`src/rtl/cfs_pkg.sv`:
```
package cfs_pkg;
    typedef enum logic [3:0] {
        S_IDLE,
        S_ALIGN,
        S_ARGC,
        S_REGS,
        S_RET,
        S_SPTOP,
        S_FPBASE,
        S_CCLR,
        S_STATUS,
        S_ZERO,
        S_DONE
    } cfs_state_e;

    localparam int STATUS_MASK_LSB = 16;
endpackage

```
`src/rtl/cfs_lowbit.sv`:
```
module cfs_lowbit #(
    parameter int N = 12,
    localparam int IW = (N > 1) ? $clog2(N) : 1
) (
    input  logic [N-1:0]  vec,
    output logic [IW-1:0] idx,
    output logic [N-1:0]  onehot
);
    always_comb begin
        idx    = '0;
        onehot = '0;
        for (int i = N - 1; i >= 0; i--) begin
            if (vec[i]) begin
                idx    = IW'(i);
                onehot = N'(1) << i;
            end
        end
    end
endmodule

```
`src/rtl/cfs_sp_unit.sv`:
```
module cfs_sp_unit #(
    parameter int XLEN = 32
) (
    input  logic            clk,
    input  logic            rst_n,
    input  logic            load,
    input  logic            align,
    input  logic            dec,
    input  logic [XLEN-1:0] sp_in,
    output logic [XLEN-1:0] sp_q,
    output logic [XLEN-1:0] push_addr
);
    localparam logic [XLEN-1:0] WORD_BYTES = XLEN'(4);

    assign push_addr = sp_q - WORD_BYTES;

    always_ff @(posedge clk) begin
        if (!rst_n) begin
            sp_q <= '0;
        end else if (load) begin
            sp_q <= sp_in;
        end else if (align) begin
            sp_q <= {sp_q[XLEN-1:2], 2'b00};
        end else if (dec) begin
            sp_q <= push_addr;
        end
    end
endmodule

```
`src/rtl/call_frame_seq.sv`:
```
module call_frame_seq
    import cfs_pkg::*;
#(
    parameter int XLEN  = 32,
    parameter int NREGS = 12,
    parameter int ACW   = 8,
    localparam int RIW  = (NREGS > 1) ? $clog2(NREGS) : 1
) (
    input  logic             clk,
    input  logic             rst_n,
    input  logic             start,
    input  logic [XLEN-1:0]  sp_in,
    input  logic [XLEN-1:0]  fp_in,
    input  logic [ACW-1:0]   argc_in,
    input  logic [XLEN-1:0]  ret_pc_in,
    input  logic [XLEN-1:0]  target_in,
    input  logic [NREGS-1:0] save_mask_in,
    output logic [RIW-1:0]   rf_raddr,
    input  logic [XLEN-1:0]  rf_rdata,
    output logic             mem_we,
    output logic [XLEN-1:0]  mem_addr,
    output logic [XLEN-1:0]  mem_wdata,
    output logic             cc_clear,
    output logic             busy,
    output logic             done,
    output logic [XLEN-1:0]  sp_out,
    output logic [XLEN-1:0]  fp_out,
    output logic [XLEN-1:0]  pc_out
);
    cfs_state_e state_q, state_d;

    logic [ACW-1:0]   argc_q;
    logic [XLEN-1:0]  ret_q, sptop_q, fp_q, tgt_q;
    logic [NREGS-1:0] mask_q, rem_q, rem_onehot, rem_after;
    logic [1:0]       low2_q;
    logic [XLEN-1:0]  sp_cur, push_addr, status_word;
    logic [RIW-1:0]   scan_idx;
    logic             accept;

    assign accept    = (state_q == S_IDLE) && start;
    assign busy      = (state_q != S_IDLE);
    assign rem_after = rem_q & ~rem_onehot;
    assign rf_raddr  = scan_idx;
    assign mem_addr  = push_addr;

    cfs_lowbit #(.N(NREGS)) u_scan (
        .vec    (rem_q),
        .idx    (scan_idx),
        .onehot (rem_onehot)
    );

    cfs_sp_unit #(.XLEN(XLEN)) u_sp (
        .clk       (clk),
        .rst_n     (rst_n),
        .load      (accept),
        .align     (state_q == S_ALIGN),
        .dec       (mem_we),
        .sp_in     (sp_in),
        .sp_q      (sp_cur),
        .push_addr (push_addr)
    );

    always_comb begin
        status_word = '0;
        status_word[1:0] = low2_q;
        status_word[STATUS_MASK_LSB +: NREGS] = mask_q;
    end

    // state register
    always_ff @(posedge clk) begin
        if (!rst_n) state_q <= S_IDLE;
        else        state_q <= state_d;
    end

    // next state
    always_comb begin
        state_d = state_q;
        unique case (state_q)
            S_IDLE:   if (start) state_d = S_ALIGN;
            S_ALIGN:  state_d = S_ARGC;
            S_ARGC:   state_d = (mask_q == '0) ? S_RET : S_REGS;
            S_REGS:   if (rem_after == '0) state_d = S_RET;
            S_RET:    state_d = S_SPTOP;
            S_SPTOP:  state_d = S_FPBASE;
            S_FPBASE: state_d = S_CCLR;
            S_CCLR:   state_d = S_STATUS;
            S_STATUS: state_d = S_ZERO;
            S_ZERO:   state_d = S_DONE;
            S_DONE:   state_d = S_IDLE;
            default:  state_d = S_IDLE;
        endcase
    end

    // outputs
    always_comb begin
        mem_we    = 1'b0;
        mem_wdata = '0;
        cc_clear  = 1'b0;
        done      = 1'b0;
        unique case (state_q)
            S_ARGC:   begin mem_we = 1'b1; mem_wdata = XLEN'(argc_q); end
            S_REGS:   begin mem_we = 1'b1; mem_wdata = rf_rdata;      end
            S_RET:    begin mem_we = 1'b1; mem_wdata = ret_q;         end
            S_SPTOP:  begin mem_we = 1'b1; mem_wdata = sptop_q;       end
            S_FPBASE: begin mem_we = 1'b1; mem_wdata = fp_q;          end
            S_CCLR:   cc_clear = 1'b1;
            S_STATUS: begin mem_we = 1'b1; mem_wdata = status_word;   end
            S_ZERO:   begin mem_we = 1'b1; mem_wdata = '0;            end
            S_DONE:   done = 1'b1;
            default:  ;
        endcase
    end

    // call operands and register scan
    always_ff @(posedge clk) begin
        if (!rst_n) begin
            argc_q  <= '0;
            ret_q   <= '0;
            sptop_q <= '0;
            fp_q    <= '0;
            tgt_q   <= '0;
            mask_q  <= '0;
            rem_q   <= '0;
            low2_q  <= '0;
        end else if (accept) begin
            argc_q  <= argc_in;
            ret_q   <= ret_pc_in;
            sptop_q <= sp_in;
            fp_q    <= fp_in;
            tgt_q   <= target_in;
            mask_q  <= save_mask_in;
            rem_q   <= save_mask_in;
            low2_q  <= sp_in[1:0];
        end else if (state_q == S_REGS) begin
            rem_q   <= rem_after;
        end
    end

    // results
    always_ff @(posedge clk) begin
        if (!rst_n) begin
            sp_out <= '0;
            fp_out <= '0;
            pc_out <= '0;
        end else if (state_q == S_ZERO) begin
            sp_out <= push_addr;
            fp_out <= push_addr;
            pc_out <= tgt_q;
        end
    end

    // assertions
    assert_addr_aligned_R1: assert property (@(posedge clk) disable iff (!rst_n)
        mem_we |-> (mem_addr[1:0] == 2'b00));

    assert_write_descends_R8: assert property (@(posedge clk) disable iff (!rst_n)
        (mem_we && $past(mem_we)) |-> (mem_addr == $past(mem_addr) - XLEN'(4)));

    assert_write_busy_R8: assert property (@(posedge clk) disable iff (!rst_n)
        mem_we |-> busy);

    assert_reg_ascending_R3: assert property (@(posedge clk) disable iff (!rst_n)
        (state_q == S_REGS && $past(state_q) == S_REGS) |-> (rf_raddr > $past(rf_raddr)));

    assert_cc_no_write_R5: assert property (@(posedge clk) disable iff (!rst_n)
        cc_clear |-> (!mem_we && $past(mem_we)));

    assert_done_pulse_R7: assert property (@(posedge clk) disable iff (!rst_n)
        done |=> !done);

    assert_done_ptrs_R7: assert property (@(posedge clk) disable iff (!rst_n)
        done |-> (sp_out == fp_out && sp_out == $past(mem_addr)));

    assert_start_ignored_R9: assert property (@(posedge clk) disable iff (!rst_n)
        (busy && !done) |=> busy);
endmodule

```
`config.mk`:
```
export PLATFORM = sky130hd
export DESIGN_NAME = call_frame_seq
export DESIGN_NICKNAME = d
export VERILOG_FILES = /design/src/rtl/cfs_pkg.sv /design/src/rtl/cfs_lowbit.sv /design/src/rtl/cfs_sp_unit.sv /design/src/rtl/call_frame_seq.sv
export SDC_FILE = /design/constraint.sdc
export NUM_CORES = 1
export LEC_CHECK = 0
export ABC_CLOCK_PERIOD_IN_PS = 2800
export BUFFER_PORTS_ARGS = -buffer_cell sky130_fd_sc_hd__clkbuf_2
export CORE_MARGIN = 3
export CORE_UTILIZATION = 52
export DETAILED_ROUTE_END_ITERATION = 6
export PLACE_DENSITY = 0.92
export SETUP_SLACK_MARGIN = 0.2
export SLEW_MARGIN = 40
export SYNTH_ARGS = -nofsm -noshare
export SYNTH_HDL_FRONTEND = slang
export SYNTH_SLANG_ARGS = --single-unit
```
`constraint.sdc`:
```
create_clock -name clk -period 2.8 [get_ports clk]
set_clock_uncertainty 0.05 [all_clocks]
set_input_delay 0.7 -clock clk [delete_from_list [all_inputs] [get_ports clk]]
set_output_delay 0.7 -clock clk [all_outputs]
set_load 0.02 [all_outputs]
```
Word level (Yosys, flattened, before mapping)
Index checks and enable logic that the tools add are counted.
{"block": "totals", "register_bits": 262, "input_bits": 183, "out_inout_bits": 168}
{"block": "op_classes", "add_sub_neg": 1, "eq_ne": 13, "mux": 37, "n_bitwise": 2, "reduce_logical": 11}
{"operator": "32-bit case mux with 6 select lines", "n": 1}
{"operator": "12-bit two-way mux", "n": 14}
{"operator": "32-bit two-way mux", "n": 3}
{"operator": "4-bit two-way mux", "n": 14}
{"operator": "4-bit case mux with 10 select lines", "n": 1}
{"operator": "32-bit by 3-bit subtractor with 32-bit output (second input constant)", "n": 1}
{"operator": "12-bit logical NOT", "n": 2}
{"operator": "4-bit by 3-bit == test with 1-bit output (second input constant)", "n": 4}
{"operator": "12-bit bitwise AND", "n": 1}
{"operator": "4-bit == test (second input constant)", "n": 3}
{"operator": "12-bit inverter", "n": 1}
{"operator": "4-bit by 2-bit == test with 1-bit output (second input constant)", "n": 2}
{"operator": "7-bit OR reduction", "n": 1}
{"operator": "2-bit inequality test (second input constant)", "n": 3}
{"operator": "4-bit by 1-bit == test with 1-bit output (second input constant)", "n": 1}
{"operator": "4-bit logical NOT", "n": 1}
{"operator": "2-bit AND reduction", "n": 2}
{"operator": "2-bit nonzero test", "n": 2}
{"operator": "4-bit nonzero test", "n": 1}
{"operator": "1-bit two-way mux", "n": 3}
{"operator": "3-bit two-way mux", "n": 1}
{"operator": "3-bit nonzero test", "n": 1}
{"operator": "1-bit logical AND", "n": 1}

Depth between registers and ports, before layout
Gate-level depths: netlist of run 1.
{"block": "depth", "ltp_word": 17, "ltp_mapped": 8, "depth_no_buf": 6}

Hierarchy
A second synthesis of run 1 with hierarchy kept.
{"block": "unflattened", "cells_unflattened": 1541, "hier_area_um2": 12216.7}
{"module": "call_frame_seq", "n_inst": 1, "cells_per_inst": 1184, "area_per_inst_um2": 9576.7, "seq_area_each_um2": 4564.4}
{"module": "cfs_sp_unit", "n_inst": 1, "cells_per_inst": 320, "area_per_inst_um2": 2407.3, "seq_area_each_um2": 640.6}
{"module": "cfs_lowbit", "n_inst": 1, "cells_per_inst": 37, "area_per_inst_um2": 232.7, "seq_area_each_um2": 0.0}

Least setup slack after synthesis of run 1
Ideal clock, no wire load.
{"block": "synth_path", "kind": "register to output", "from": "register u_sp.sp_q[8]", "to": "output port mem_addr[31]", "t_arrival_ns": 1.932, "required_time_ns": 2.050, "slack_ns": 0.118, "stages_incl_launch_ff": 6, "n_path_buf": 1, "path_cell_list": "dfxtp_1 buf_2 nor4_4 nand3_2 or4_1 xnor2_1"}
{"block": "synth_between", "elab_chain_cells": 1}
{"element": "from (decl)", "line_no": "cfs_sp_unit.sv:10", "text": "output logic [XLEN-1:0] sp_q,"}
{"element": "from (signal assigned)", "line_no": "cfs_sp_unit.sv:21", "text": "sp_q <= sp_in;"}
{"element": "from (signal assigned)", "line_no": "cfs_sp_unit.sv:23", "text": "sp_q <= {sp_q[XLEN-1:2], 2'b00};"}
{"element": "from (signal assigned)", "line_no": "cfs_sp_unit.sv:25", "text": "sp_q <= push_addr;"}
{"element": "32-bit by 3-bit subtractor with 32-bit output", "line_no": "cfs_sp_unit.sv:15", "text": "assign push_addr = sp_q - WORD_BYTES;"}
{"element": "to (decl)", "line_no": "call_frame_seq.sv:21", "text": "output logic [XLEN-1:0] mem_addr,"}
No other way between the ends.

Final worst setup path of run 1
{"block": "layout_path", "from": "register u_sp.sp_q[7]", "to": "output port mem_addr[11]"}
The elaborated chain is that of the path after synthesis.

==> results of run 1 <==
==> final cells by class <==
class                   instances  area (µm²)  share of cell area (%)
inverters                      16        72.6                   0.422
repair buffers                530        4000                    23.2
flip-flops and latches        260        5270                    30.6
clock buffers                  35         756                    4.39
multi-input cells            1087        6640                    38.6
well taps                     280         350                    2.04
clock inverters                 9         121                   0.705
==> cell usage after synthesis (10+ instances only) <==
master | count | area [µm²]
a31oi_1 | 11 | 68.8
nand3_1 | 24 | 120
xnor2_1 | 19 | 166
dfxtp_1 | 260 | 5200
nand4_1 | 11 | 68.8
nor3_1 | 22 | 110
clkbuf_1 | 93 | 349
mux2i_1 | 13 | 130
buf_4 | 34 | 255
nor4_1 | 10 | 62.6
a22oi_1 | 51 | 383
o21ba_2 | 11 | 110
inv_1 | 16 | 60.1
nand2_1 | 409 | 1540
a21oi_1 | 231 | 1160
buf_2 | 24 | 120
nor2_1 | 82 | 308
o21ai_0 | 70 | 350
==> stage by stage <==
stage	std cells	setup TNS [ns]	total power [mW]
after floorplan	1517	0	9.51
after global placement	2045	0	11.8
after detailed placement	2045	0	11.9
after CTS	2174	-5.82	18.0
after global routing	2217	-11.93	20.7
final	2217	-9.12	20.0
==> cell families after synthesis <==
kind of cell    Yosys count  share of synthesized area, %
compound gates          438                          22.5
xor+xnor                 27                          2.03
fa+ha+maj                 2                         0.193
buf+inv                 171                          6.99
flops                   260                          44.7
mux                      14                          1.21
simple gates            605                          22.4
==> worst max-delay path: cells and delay by family, from the launching register on <==
kind | cells | cell delay (ns)
buffers and inverters | 4 | 0.63
XOR/XNOR | 1 | 0.18
AND/OR/NAND/NOR | 2 | 0.76
flip-flops | 1 | 0.36
==> state kept, by name (all words and copies together), names as in the netlist <==
signal,cells
fp_out,32
sptop_q,32
pc_out,32
mask_q,12
state_q,4
tgt_q,32
ret_q,32
argc_q,8
u_sp.sp_q,32
fp_q,32
rem_q,12
==> cells in the final DEF, fill, tap and decap left out, types with 7 or more instances in the layout <==
master     count
a21oi_1      220
a21oi_2        7
a22oi_1       25
a22oi_2       26
a31oi_1       11
buf_12        13
buf_4        130
buf_6         45
buf_8         15
clkbuf_16     29
clkbuf_2     292
clkbuf_8      31
dfxtp_1      232
dfxtp_2       17
dfxtp_4       11
inv_1         11
mux2i_1        9
nand2_1      397
nand2_2        7
nand3_1       16
nand4_1       11
nor2_1        69
nor2_2         7
nor2_4         8
nor3_1        14
o211ai_1       7
o21ai_0       53
o21ai_1       15
o21ba_2       11
o31a_1         7
or4_4          7
xnor2_2       13
==> metal layers <==
metal	vias to the layer above	part of all wire [%]	GRT usage, %
met5	-	0.018	0
met4	2	8.4	23.6
met3	404	11	10.0
met2	1155	47	59.0
met1	6448	34	40.7
li1	5985	-	-
==> repair_timing <==
item                       4_1_cts  5_1_grt
cloned                           8        2
gates resized for setup        287      143
hold endpoints to repair         0        0
setup endpoints to repair       67       93
pin swaps                       62       60
setup buffers                   77       41
hold buffers                     0        0
==> report_power, final <==
part | switching, mW | internal (mW)
Combinational | 6.18 | 4.90
Clock | 1.55 | 2.08
Sequential | 0.835 | 4.48
Total | 8.56 | 11.5
==> how the worst max path moves through the flow <==
stage	cells after the start	to	slack, ns	from
6_report	7	mem_addr[11]	-0.44	u_sp.sp_q[7]
3_5_place_dp	6	mem_addr[24]	0.09	u_sp.sp_q[9]
2_1_floorplan	5	mem_addr[21]	0.21	u_sp.sp_q[4]
5_1_grt	7	mem_addr[26]	-0.48	u_sp.sp_q[14]
4_1_cts	5	mem_addr[31]	-0.38	u_sp.sp_q[7]
3_3_place_gp	6	mem_addr[31]	0.10	u_sp.sp_q[14]
==> impl_metrics.yaml, run 1 <==
placed_design:
  dp_hpwl_mm: 27.8
  placed_area_um2: 13600
  port_buffers: 350
  preCtsSetupSlack_ns: 0.0916
  gp_congestion: 0.927
routing:
  drt-total-wl_mm: 50.7
  ant_nets: 0
  routedWlPerCell_um: 22.8
  vias: 14000
  drt_iter0_drc: 1890
  drcViolationCount: 12
  first_pass_iters: 7
  avgViaCountPerCell: 6.31
logic_synthesis:
  synth_cell_type_count: 68
  async_flop_share_pct: 0
  synth_cells: 1517
  yosysSeqAreaShare_pct: 44.7
  yosysWarningCount: 0
  syn-cell-area_um2: 11600
  dominantRegCellSynth: "dfxtp_1"
  syn_avg_cell_area_um2: 7.68
  synth-edff-count: 0
  synth_seq_cells: 260
  synth_nets: 1701
final_layout:
  fillers: 1361
  area_growth_pct: 47.8
  antennaDiodeCount: 0
  nets: 2106
  post-route-util_pct: 78.6
  final_cell_area_um2: 17200
  drive_gt1_share_pct: 39.5
min_path:
  min-delay-start: "ret_pc_in[0]"
  hold_path_depth: 3
  hold_end: "ret_q[0]"
  hold_path_class: "input pin to flip-flop"
critical_path:
  cp.arrival_ns: 2.49
  r2r_end: "fp_out[17]"
  required_ns: 2.05
  cp_slowest_cell: "or4_4"
  critical-path-max-stage-delay_ns: 0.49
  cp-end-kind: "output port"
  r2r_cells: 20
  worstSetupPathType: "flip-flop to output port"
  worstPathCellList: "buf_6 -> or4_4 -> buf_4 -> nor4b_4 -> buf_4 -> xor2_4 -> buf_6"
  cp-start-kind: "flip-flop"
  critical_path.max_fanout: 4
  r2r_start: "u_sp.sp_q[7]"
  r2r_setup_slack_ns: -0.19
die:
  die_h_um: 156
  core_um2: 21900
  ios: 351
  fp-row-count: 54
  dieArea_um2: 24200
  die_w_um: 156
  initial_utilization_pct: 53.2
sta:
  rsz0062_at_grt: "true"
  period_share_pct: 116
  tightest_slew_ns: 0.910
  slew_violations: 0
  slew_headroom_pct: 39.3
  min_period_ns: 3.24
  fmax_ghz: 0.309
  worst_hold_slack_ns: 0.327
  hold_violations: 0
  finalWorstSetupSlack_ns: -0.435
  finalSetupViolCount: 56
pwr:
  powerDensity_nw_per_um2: 1160
  vdd_drop_max_mv: 0.649
  p_leak_nw: 7.19
grt:
  grt-ovfl-total: 0
  grt_pass1_wl_mm: 70.1
  grt_pass1_vias: 13200
  grtUsageTotal_pct: 35.8
  grt_max_degree: 177
  grt_antenna_before_repair: 1
clock_tree:
  cts_buffers: 27
  h-tree-depth: 1
  clkSlewWorstSetupHoldPaths_ns: 0.06
  root_buffer: "clkbuf_16"
  clk_path_buf_depth: 3
  clkSinkCount: 260
  clkLatencyLatePin_ns: 0.54
  cts_tree: "built"
outcome:
  violations: "design-rule violations, negative setup slack"
  status: "finished, violations left"
job:
  drv_cap: 0
No activity file was read; power rests on OpenSTA's default activity.
==> inputs of run 2 (changes only) <==
--- a/config.mk
+++ b/config.mk
@@ -8,9 +8,10 @@
 export ABC_CLOCK_PERIOD_IN_PS = 2800
 export BUFFER_PORTS_ARGS = -buffer_cell sky130_fd_sc_hd__clkbuf_2
 export CORE_MARGIN = 3
-export CORE_UTILIZATION = 52
+export CORE_UTILIZATION = 45
+export CTS_CLUSTER_SIZE = 28
 export DETAILED_ROUTE_END_ITERATION = 6
-export PLACE_DENSITY = 0.92
+export PLACE_DENSITY = 0.82
 export SETUP_SLACK_MARGIN = 0.2
 export SLEW_MARGIN = 40
 export SYNTH_ARGS = -nofsm -noshare
==> impl_metrics.yaml, run 2 (same netlist as run 1, synthesis figures left out) <==
outcome:
  status: "finished, violations left"
  violations: "negative setup slack"
grt:
  grtUsageTotal_pct: 29.8
  grt_antenna_before_repair: 0
  grt_pass1_vias: 12600
  grt_max_degree: 145
  grt-ovfl-total: 0
  grt_pass1_wl_mm: 67.7
final_layout:
  final_common_cell: "nand2_1"
  post-route-util_pct: 69.3
  drive_gt1_share_pct: 39.8
  layout_common_cells: "398 x nand2_1, 286 x clkbuf_2, 235 x dfxtp_1"
  fin_cells: 2261
  area_growth_pct: 50.8
  fillers: 1804
  antennaDiodeCount: 0
  nets: 2094
placed_design:
  port_buffers: 350
  dp_hpwl_mm: 27.2
  gp_congestion: 0.982
  post-place-cells: 2089
  preCtsSetupSlack_ns: 0.0429
critical_path:
  worstPathCellList: "nor4_4 -> nand3_2 -> or4_4 -> xnor2_4 -> buf_8"
  cp.arrival_ns: 2.46
  critical-path-max-stage-delay_ns: 0.58
  cp-start-kind: "flip-flop"
  r2r_cells: 9
  critical_path.max_fanout: 4
  worstSetupPathType: "flip-flop to output port"
  cp-end-kind: "output port"
  cp_slowest_cell: "or4_4"
  required_ns: 2.05
clock_tree:
  clk_path_buf_depth: 3
  clkSlewWorstSetupHoldPaths_ns: 0.07
  root_buffer: "clkbuf_16"
  clkLatencyLatePin_ns: 0.55
  cts_buffers: 28
  clkSinkCount: 260
  h-tree-depth: 1
  cts_tree: "built"
sta:
  tightest_slew_ns: 0.805
  period_share_pct: 115
  slew_violations: 0
  finalSetupViolCount: 43
  rsz0062_at_grt: "true"
  fmax_ghz: 0.311
  finalWorstSetupSlack_ns: -0.413
  hold_violations: 0
  worst_hold_slack_ns: 0.315
  setup_tns_ns: -7.84
  slew_headroom_pct: 46.3
  min_period_ns: 3.21
routing:
  drt-total-wl_mm: 46.5
  routedWlPerCell_um: 20.6
  avgViaCountPerCell: 5.78
  drt_iter0_drc: 1349
  vias: 13100
  ant_nets: 0
  first_pass_iters: 6
  drcViolationCount: 0
die:
  die_w_um: 167
  ios: 351
  fp-row-count: 58
  core_um2: 25300
  dieArea_um2: 27800
  die_h_um: 167
  initial_utilization_pct: 46.0
job:
  drv_cap: 0
min_path:
  hold_path_class: "input pin to flip-flop"
  hold_path_depth: 3
pwr:
  powerDensity_nw_per_um2: 1140
  p_leak_nw: 7.25
  vdd_drop_max_mv: 0.913
==> run 2: through the flow <==
stage                     power [mW]  cell area (µm²)
after floorplan                 9.51            11700
after global placement          11.7            13600
after detailed placement        11.8            13600
after CTS                       18.3            16800
after global routing            20.8            17600
final                           20.0            17600
==> run 2: final cells by class <==
cell class	count	area [µm²]	share of cell area (%)
clock buffer	40	806	4.59
clock inverter	11	160	0.912
inverter	16	70.1	0.399
multi-input combinational	1086	6760	38.5
sequential	260	5260	30.0
tap	330	413	2.35
timing repair buffer	518	4090	23.3
==> run 2: report_power, final <==
group	switching (mW)	leakage (nW)	internal, mW
clock	1.56	0.475	2.29
sequential	0.814	2.13	4.48
combinational	5.97	4.64	4.90
==> run 2: worst paths after layout <==
kind                 from           end  slack [ns]
max          u_sp.sp_q[8]  mem_addr[31]       -0.41
min          target_in[9]      tgt_q[9]        0.32
max reg2reg    state_q[3]     ret_q[22]        0.18
min reg2reg     tgt_q[28]    pc_out[28]        0.40
==> run 2: metal layers <==
metal | track usage, % | wire (µm) | vias to the layer above
li1 | - | - | 5969
met1 | 34.9 | 17000 | 6125
met4 | 14.2 | 2580 | 0
met2 | 51.2 | 22700 | 802
met5 | 0 | 0 | -
met3 | 7.45 | 4220 | 169
==> run 2: what timing repair did <==
action	4_1_cts	5_1_grt
buffers inserted	73	34
hold endpoints to repair	0	0
gates cloned	13	1
setup endpoints to repair	66	66
hold buffers	0	0
pin swaps	72	76
gates resized for setup	331	152
==> run 2: critical path: cells and delay by family, from the launching register on <==
kind	cells	cell delay, ns
flops	1	0.34
buf+inv	1	0.14
xor+xnor	1	0.19
simple gates	3	1.23
==> inputs of run 3 (changes only) <==
--- a/config.mk
+++ b/config.mk
@@ -11,7 +11,7 @@
 export CORE_UTILIZATION = 45
 export CTS_CLUSTER_SIZE = 28
 export DETAILED_ROUTE_END_ITERATION = 6
-export PLACE_DENSITY = 0.82
+export PLACE_DENSITY = 0.68
 export SETUP_SLACK_MARGIN = 0.2
 export SLEW_MARGIN = 40
 export SYNTH_ARGS = -nofsm -noshare
==> impl_metrics.yaml, run 3 (same netlist as run 1, synthesis figures left out) <==
outcome:
  status: "finished, violations left"
  violations: "negative setup slack"
clock_tree:
  clkSinkCount: 260
  cts-hold-fix-buffers: 0
  clk_path_buf_depth: 3
  clkLatencyLatePin_ns: 0.53
  clkSlewWorstSetupHoldPaths_ns: 0.06
  cts_buffers: 28
  root_buffer: "clkbuf_16"
  h-tree-depth: 1
  cts_tree: "built"
final_layout:
  area_growth_pct: 45.2
  fillers: 2066
  drive_gt1_share_pct: 38.0
  nets: 2086
  layout_common_cells: "400 x nand2_1, 286 x clkbuf_2, 236 x dfxtp_1"
  multi_input_area_um2: 6550
  fin_cells: 2249
  final_common_cell: "nand2_1"
  regArea_um2: 5260
  antennaDiodeCount: 0
sta:
  rsz0062_at_grt: "true"
  slew_violations: 0
  finalWorstSetupSlack_ns: -0.360
  finalSetupViolCount: 25
  hold_violations: 0
  slew_headroom_pct: 53.2
  min_period_ns: 3.16
  tightest_slew_ns: 0.696
  fmax_ghz: 0.316
  period_share_pct: 113
grt:
  grt-ovfl-total: 0
  grt_max_degree: 141
  grt_pass1_vias: 11800
  grt_pass1_wl_mm: 63.6
  grt_antenna_before_repair: 3
  grtUsageTotal_pct: 27.9
die:
  ios: 351
  dieArea_um2: 27800
  die_h_um: 167
  die_w_um: 167
  initial_utilization_pct: 46.0
  fp-row-count: 58
  core_um2: 25300
min_path:
  min-delay-start: "ret_pc_in[1]"
  hold_path_class: "input pin to flip-flop"
routing:
  first_pass_iters: 5
  drcViolationCount: 0
  vias: 12500
  avgViaCountPerCell: 5.56
  drt-total-wl_mm: 42.3
  ant_nets: 0
  routedWlPerCell_um: 18.8
  drt_iter0_drc: 939
pwr:
  vdd_drop_max_mv: 0.604
  powerDensity_nw_per_um2: 1110
  p_leak_nw: 7.05
placed_design:
  port_buffers: 350
  dp_hpwl_mm: 26.8
  gp_congestion: 0.887
  preCtsSetupSlack_ns: 0.0715
  post-place-cells: 2095
critical_path:
  r2r_start: "state_q[0]"
  cp.arrival_ns: 2.41
  critPathLaunch: "u_sp.sp_q[4]"
  required_ns: 2.05
  cp-start-kind: "flip-flop"
  cp-end-kind: "output port"
  critical_path.max_fanout: 4
  worstSetupPathType: "flip-flop to output port"
job:
  drv_cap: 0
run 3: cell types whose count changed in the layout (fill, tap and decap cells not counted), moves of 9 or more:
cell     change
nor2_2       -9
a21oi_1     +10
buf_12      -10
a22oi_1      -9
a22oi_2      +9
run 3: what timing repair did:
item / 4_1_cts / 5_1_grt
pin swaps: 51 / 62
setup endpoints to repair: 65 / 67
gates resized for setup: 299 / 124
cloned: 13 / 1
setup buffers: 49 / 44
run 3: metrics by stage:
stage	power, mW	setup TNS (ns)	util, %	hold WS [ns]	cell area [µm²]
2_1_floorplan	9.51	0	-	0.382	11700
3_3_place_gp	11.9	0	53.8	0.386	13600
3_5_place_dp	11.9	0	53.8	0.393	13600
4_1_cts	17.3	-4.76	63.9	0.315	16200
5_1_grt	19.7	-7.57	66.8	0.322	16900
6_report	18.8	-5.43	66.8	0.333	16900
run 3: worst max-delay path: stages (launching register included):
cell and delay [ns]:
dfxtp_4 0.36, or4_4 0.60, nor4_4 0.27, buf_4 0.18, nand3_2 0.10, xnor2_2 0.18
clkbuf_8 0.18
run 3: final timing paths:
check / endpoint / slack [ns] / cells past startpoint
max reg2reg: u_sp.sp_q[7] / 0.28 / 8
min: ret_q[1] / 0.33 / 3
min reg2reg: pc_out[22] / 0.40 / 2
max: mem_addr[27] / -0.36 / 6
run 3: metal layers:
metal  routed length (µm)  share of wire [%]  global-route usage, %  vias up
met5                   40              0.095                      0        -
met4                 1530                3.6                   9.83        6
met3                 3640                8.6                   8.14      100
met1                16700                 40                   34.9     5929
li1                     -                  -                      -     5941
met2                20300                 48                   46.0      529
run 3: layout make-up:
type / instances / area share [%]
clock inverters: 6 / 0.222
inverters: 16 / 0.414
flip-flops and latches: 260 / 31.1
clock buffers: 41 / 4.80
well taps: 330 / 2.44
repair buffers: 510 / 22.3
multi-input cells: 1086 / 38.7
run 3: power breakdown:
| part | total (mW) | switching [mW] | internal (mW) | leakage, nW |
|---|---|---|---|---|
| clock network | 3.47 | 1.48 | 1.99 | 0.408 |
| logic | 10.1 | 5.54 | 4.55 | 4.51 |
| registers | 5.21 | 0.737 | 4.47 | 2.13 |
